--- src/rtl/mbx_pkg.sv ---
package mbx_pkg;
  typedef enum logic [2:0] {
    WIN_NONE,
    WIN_TX,
    WIN_RX_STAT,
    WIN_RX_DATA,
    WIN_RX_IDLE
  } win_e;
endpackage

--- src/rtl/mbx_sync.sv ---
module mbx_sync #(
  parameter int             W       = 1,
  parameter logic [W-1:0]   RST_VAL = '0
) (
  input  logic         clk,
  input  logic         rst_n,
  input  logic [W-1:0] d,
  output logic [W-1:0] q
);
  for (genvar i = 0; i < W; i++) begin : g_bit
    logic s1, s2;
    always_ff @(posedge clk or negedge rst_n) begin
      if (!rst_n) begin
        s1 <= RST_VAL[i];
        s2 <= RST_VAL[i];
      end else begin
        s1 <= d[i];
        s2 <= s1;
      end
    end
    assign q[i] = s2;
  end
endmodule

--- src/rtl/mbx_decode.sv ---
module mbx_decode
  import mbx_pkg::*;
#(
  parameter int                ADDR_W   = 18,
  parameter logic [ADDR_W-9:0] TX_PAGE  = '1 - 1'b1,
  parameter logic [ADDR_W-9:0] RX_PAGE  = '1,
  parameter logic [7:0]        STAT_OFS = 8'h00,
  parameter logic [7:0]        DATA_OFS = 8'h01
) (
  input  logic [ADDR_W-1:0] addr,
  output win_e              win
);
  localparam int PAGE_LSB = 8;

  logic [ADDR_W-PAGE_LSB-1:0] page;
  logic [7:0]                 ofs;

  assign page = addr[ADDR_W-1:PAGE_LSB];
  assign ofs  = addr[PAGE_LSB-1:0];

  always_comb begin
    win = WIN_NONE;
    if (page == TX_PAGE) begin
      win = WIN_TX;
    end else if (page == RX_PAGE) begin
      if (ofs == STAT_OFS)      win = WIN_RX_STAT;
      else if (ofs == DATA_OFS) win = WIN_RX_DATA;
      else                      win = WIN_RX_IDLE;
    end
  end
endmodule

--- src/rtl/mbx_tx.sv ---
module mbx_tx (
  input  logic       clk,
  input  logic       rst_n,
  input  logic       fire,
  input  logic [7:0] byte_in,
  input  logic       tx_ready,
  output logic       tx_valid,
  output logic [7:0] tx_data,
  output logic       overflow
);
  assign tx_valid = fire;
  assign tx_data  = byte_in;

  always_ff @(posedge clk or negedge rst_n) begin
    if (!rst_n)                overflow <= 1'b0;
    else if (fire && !tx_ready) overflow <= 1'b1;
  end

  assert_tx_single_R2: assert property (@(posedge clk) disable iff (!rst_n)
    tx_valid |=> !tx_valid);
  assert_ovf_sticky_R3: assert property (@(posedge clk) disable iff (!rst_n)
    overflow |=> overflow);
  assert_drop_flags_R3: assert property (@(posedge clk) disable iff (!rst_n)
    (tx_valid && !tx_ready) |=> overflow);
endmodule

--- src/rtl/romwin_mailbox.sv ---
module romwin_mailbox
  import mbx_pkg::*;
#(
  parameter int                ADDR_W   = 18,
  parameter int                DATA_W   = 16,
  parameter logic [ADDR_W-9:0] TX_PAGE  = '1 - 1'b1,
  parameter logic [ADDR_W-9:0] RX_PAGE  = '1,
  parameter logic [7:0]        STAT_OFS = 8'h00,
  parameter logic [7:0]        DATA_OFS = 8'h01
) (
  input  logic              clk,
  input  logic              rst_n,
  input  logic [ADDR_W-1:0] bus_addr,
  input  logic              bus_cs_n,
  input  logic              bus_oe_n,
  output logic [DATA_W-1:0] bus_data,
  output logic              bus_drive,
  output logic [7:0]        tx_data,
  output logic              tx_valid,
  input  logic              tx_ready,
  input  logic [7:0]        rx_data,
  input  logic              rx_valid,
  output logic              rx_ready
);
  localparam int SYN_W = ADDR_W + 2;
  localparam logic [SYN_W-1:0] SYN_RST = {2'b11, {ADDR_W{1'b0}}};

  logic [SYN_W-1:0]  syn;
  logic [ADDR_W-1:0] addr_s;
  logic              strobe, strobe_q, start;
  win_e              win;
  logic              overflow;
  logic [DATA_W-1:0] rd_word, data_q;
  logic              drive_q;

  mbx_sync #(.W(SYN_W), .RST_VAL(SYN_RST)) u_sync (
    .clk   (clk),
    .rst_n (rst_n),
    .d     ({bus_cs_n, bus_oe_n, bus_addr}),
    .q     (syn)
  );

  assign addr_s = syn[ADDR_W-1:0];
  assign strobe = !syn[ADDR_W+1] && !syn[ADDR_W];
  assign start  = strobe && !strobe_q;

  mbx_decode #(
    .ADDR_W(ADDR_W), .TX_PAGE(TX_PAGE), .RX_PAGE(RX_PAGE),
    .STAT_OFS(STAT_OFS), .DATA_OFS(DATA_OFS)
  ) u_dec (
    .addr (addr_s),
    .win  (win)
  );

  mbx_tx u_tx (
    .clk      (clk),
    .rst_n    (rst_n),
    .fire     (start && (win == WIN_TX)),
    .byte_in  (addr_s[7:0]),
    .tx_ready (tx_ready),
    .tx_valid (tx_valid),
    .tx_data  (tx_data),
    .overflow (overflow)
  );

  assign rx_ready = start && (win == WIN_RX_DATA) && rx_valid;

  always_comb begin
    rd_word = '0;
    case (win)
      WIN_RX_STAT: rd_word[1:0] = {overflow, rx_valid};
      WIN_RX_DATA: if (rx_valid) rd_word[7:0] = rx_data;
      default:     rd_word = '0;
    endcase
  end

  always_ff @(posedge clk or negedge rst_n) begin
    if (!rst_n) begin
      strobe_q <= 1'b0;
      drive_q  <= 1'b0;
      data_q   <= '0;
    end else begin
      strobe_q <= strobe;
      drive_q  <= strobe && (win != WIN_NONE);
      if (start) data_q <= rd_word;
    end
  end

  assign bus_drive = drive_q;
  assign bus_data  = drive_q ? data_q : '0;

  assert_pop_needs_byte_R5: assert property (@(posedge clk) disable iff (!rst_n)
    rx_ready |-> rx_valid);
  assert_pop_single_R5: assert property (@(posedge clk) disable iff (!rst_n)
    rx_ready |=> !rx_ready);
  assert_one_action_R7: assert property (@(posedge clk) disable iff (!rst_n)
    !(tx_valid && rx_ready));
  assert_quiet_bus_R9: assert property (@(posedge clk) disable iff (!rst_n)
    !bus_drive |-> (bus_data == '0));
  assert_drive_after_act_R8: assert property (@(posedge clk) disable iff (!rst_n)
    (tx_valid || rx_ready) |=> bus_drive);
endmodule

--- config.mk ---
export PLATFORM = sky130hd
export DESIGN_NAME = romwin_mailbox
export DESIGN_NICKNAME = d
export VERILOG_FILES = /design/src/rtl/mbx_pkg.sv /design/src/rtl/mbx_sync.sv /design/src/rtl/mbx_decode.sv /design/src/rtl/mbx_tx.sv /design/src/rtl/romwin_mailbox.sv
export SDC_FILE = /design/constraint.sdc
export NUM_CORES = 1
export LEC_CHECK = 0
export BUFFER_PORTS_ARGS = -buffer_cell sky130_fd_sc_hd__buf_4
export CELL_PAD_IN_SITES_DETAIL_PLACEMENT = 0
export CELL_PAD_IN_SITES_GLOBAL_PLACEMENT = 1
export CORE_AREA = 3 3 77 79
export DETAILED_ROUTE_END_ITERATION = 8
export DIE_AREA = 0 0 80 82
export PLACE_DENSITY_LB_ADDON = 0.1
export SLEW_MARGIN = 20
export SYNTH_ARGS = -nofsm -noshare
export SYNTH_HDL_FRONTEND = slang
export SYNTH_HIERARCHICAL = 1
export SYNTH_SLANG_ARGS = --single-unit
export TNS_END_PERCENT = 5
--- constraint.sdc ---
create_clock -name clk -period 2.1 [get_ports clk]
set_input_delay 0 -clock clk [delete_from_list [all_inputs] [get_ports clk]]
set_output_delay 0 -clock clk [all_outputs]
set_load 0.02 [all_outputs]
==> results.txt <==
* Result of the run: finished, violations left
* Violated checks: setup timing
* Most used DFF post-synth: dfrtp_1
- The core region is 5410 um2.
- Share of async-settable or async-resettable flops after synthesis: 1.00
* Remaining antenna violation count: 0
* Setup slack of the worst register-to-register path: -0.01 ns
- Of the total power, the share spent switching nets is 0.235.
- After detailed routing, the number of remaining DRC violations is 0.
- Final GP Congestion: 0.690
- IR analysis of the VDD net gives a maximum drop of 0.350 mV.
* Final Cycle Share: 1.07
- The number of antenna violations at the first check in global routing is 0.
- Die Span X: 80 um
* Max Fanout on Critical Path: 2
* Number of synthesized flops with an enable pin: 0
* Static Leak: 0.00119 uW
* Final critical-path required period: 2.25 ns
- Overall fraction of global-route tracks in use: 0.103
* Type of the worst setup path: flip-flop to output pin
- Area of the die: 6560 um2
* Final Hold Vio Count: 0
* Number of synthesis warnings: 6
- Register cell area after layout: 1280 um2
- Placed Cells: 225
* Initial standard-cell utilization of the core: 0.350
* Filler cells: 489
* Fraction of power consumed by sequential logic: 0.589
* Unrepaired setup endpoints after global routing: yes
- The final-report max-slew violation count is 0.
- The number of antenna diodes in the final layout is 0.
- STA puts the critical path data arrival time at 2.25 ns.
- 59 I/O pins were placed.
* Yosys cell types: 28
- Count of final setup violators: 4
- TritonCTS clock tree: yes
- Power spread over the standard cell area amounts to 699 nW/um2.
- Of the cells placed in the final design, the portion with a size suffix greater than 1 is 0.384.
- Via count of the first global-routing pass: 1094
- Detailed Route WL: 3070 um
- The finished layout holds 262 standard cells, fillers aside.
* Critical path launch point type: flip-flop
- Setup crit end kind: output pin
- Max-cap violation count: 0
- Number of instances in the synthesized netlist: 132
- Area taken by multi-input logic gates: 363 um2
- The number of clock buffers added by TritonCTS is 5.
- Worst max-slew margin expressed relative to the limit: 0.589
* Internal: 1350 uW
- Via density: 4.01
- The average instance in the mapped netlist occupies 14.3 um2.
- Register bit count reported by yosys: 51
- The H-tree was split into 2 levels.
* CTS Root Cell: clkbuf_8
* Mean routed wirelength per cell: 11.7 um
- Top library cells by usage in the layout, fill and taps aside: buf_4 (52), dfrtp_1 (47), dlygate4sd3_1 (28)
- Clk pin slew, worst setup/hold paths: 0.10 ns
* Wire length of the first global-routing pass: 5150 um
- For this run, the top clock speed supported by timing is 444 MHz.
- For the pin with the worst max-slew slack, the measured transition is 0.617 ns.
* Count of clock tree sinks: 51
- Entering global routing, the biggest net connects 52 pins.
- Clock power frac: 0.327
* Pre-antenna DRT Iters: 3
- In this run the core area contains 27 standard-cell rows.
* Buffers added on ports: 50
- Buffer depth of the longest clock path: 2
- The floorplan step set the die height to 82 um.
- Total number of vias: 1050
* Nets@finish: 221
- Clock latency on the worst-skew pair, taken at its later pin, is 0.30 ns.
- In the post-route analysis, the smallest setup slack over all paths is -0.150 ns.
* Switching power: 415 uW
- The library cell used most frequently in the layout, excluding fill and tap cells, is buf_4.
- After global routing the overflow that remains totals 0.
* Signed area change from the synthesized netlist to the final layout: 33.9%
* DP HPWL: 2090 um
* Hold crit path type: input port to flip-flop
- Clock Skews: 0.00904 ns
- Minimum setup slack after placement: -0.103 ns
- In this run the cell area of the synthesized design comes to 1890 um2.
- Portion of the post-synthesis area used by sequential elements: 0.678
- After the first detailed-routing iteration, the DRC count stood at 24.
- Required @ worst endpoint: 2.10 ns
- The share of total power dissipated in combinational logic is 0.084.
## per-stage QoR
step           setup TNS (ns)  instance area, um2  hold WS (ns)   util  total power [uW]
6_report               -0.298                2530        0.0505  0.468              1770
5_1_grt                 -1.51                2530        0.0517  0.468              1860
4_1_cts                -0.504                2530        0.0480  0.467              1800
3_5_place_dp           -0.651                2110        0.0639  0.390              1170
3_3_place_gp           -0.212                2110        0.0532  0.390              1170
2_1_floorplan          -0.161                1920        -0.296      -              1140
## power groups by stage
| stage | registers, uW | logic, uW | clock network (uW) |
|---|---|---|---|
| after global routing | 1050 | 164 | 646 |
| final | 1040 | 149 | 577 |
| after detailed placement | 1060 | 110 | 0 |
| after CTS | 1040 | 153 | 603 |
| after global placement | 1060 | 108 | 0 |
| after floorplan | 1050 | 86.7 | 0 |
## synthesized netlist by cell type (2+ instances only)
| cell | count | area share |
|---|---|---|
| a22o_1 | 6 | 0.028 |
| and2_1 | 9 | 0.030 |
| and3_1 | 2 | 0.0066 |
| buf_4 | 38 | 0.15 |
| dfrtp_1 | 47 | 0.62 |
| dfstp_2 | 4 | 0.056 |
| inv_1 | 2 | 0.0040 |
| nand2_1 | 2 | 0.0040 |
| nor2b_1 | 2 | 0.0066 |
| nor4b_2 | 2 | 0.016 |
## cell families (layout without fill, tap and decap cells)
group                  Yosys count  count (layout)  synth area share
other                            1               8           0.00198
and+or+nand+nor                 27              27             0.103
AOI/OAI and AO/OA               12              12            0.0563
buffers and inverters           41              92             0.161
DFF                             51              51             0.678
## final timing paths
kind / from / end / cells past startpoint
worst max-delay path: u_sync/g_bit[5].s2 / rx_ready / 6
worst min-delay path: rx_data[0] / data_q[0] / 3
worst max register to register: u_sync/g_bit[5].s2 / data_q[4] / 7
worst min register to register: u_sync/g_bit[15].s1 / u_sync/g_bit[15].s2 / 0
max in group asynchronous: rst_n / u_sync/g_bit[8].s2 / 2
min in group asynchronous: rst_n / data_q[7] / 2
## layout make-up
cell class / instances / share of cell area
Sequential cell: 51 / 0.506
Timing Repair Buffer: 82 / 0.274
Multi-Input combinational cell: 47 / 0.143
Tap cell: 72 / 0.0356
Clock buffer: 5 / 0.0272
Clock inverter: 3 / 0.0104
Inverter: 2 / 0.00297
## per-layer routing
layer / GRT usage / vias to the layer above / part of all wire / wire length, um
met4: 0.0405 / 0 / 0.0081 / 25
met3: 0.0340 / 2 / 0.074 / 228
met5: 0 / - / 0 / 0
li1: - / 504 / - / -
met2: 0.172 / 41 / 0.51 / 1570
met1: 0.122 / 503 / 0.40 / 1240
## critical path, stage by stage (launching register included)
cell and delay (ns):
dfrtp_1 0.38, or4_4 0.56, nor4_4 0.15, and3b_2 0.26
nor4b_4 0.23, and3_4 0.23, buf_4 0.14
## state kept, by name, indices dropped and copies added, names as in the netlist
register / flops
u_tx/overflow: 1
u_sync/g_bit.s2: 20
bus_drive: 1
strobe_q: 1
u_sync/g_bit.s1: 20
data_q: 8
## timing repair
action                     4_1_cts  5_1_grt
hold endpoints to repair        74        0
setup endpoints to repair        8        9
pin swaps                        1        0
hold buffers                    28        0
resized for setup                6        1
setup buffers                    1        0
gates cloned                     0        0
No activity file was read; power rests on OpenSTA's default activity.
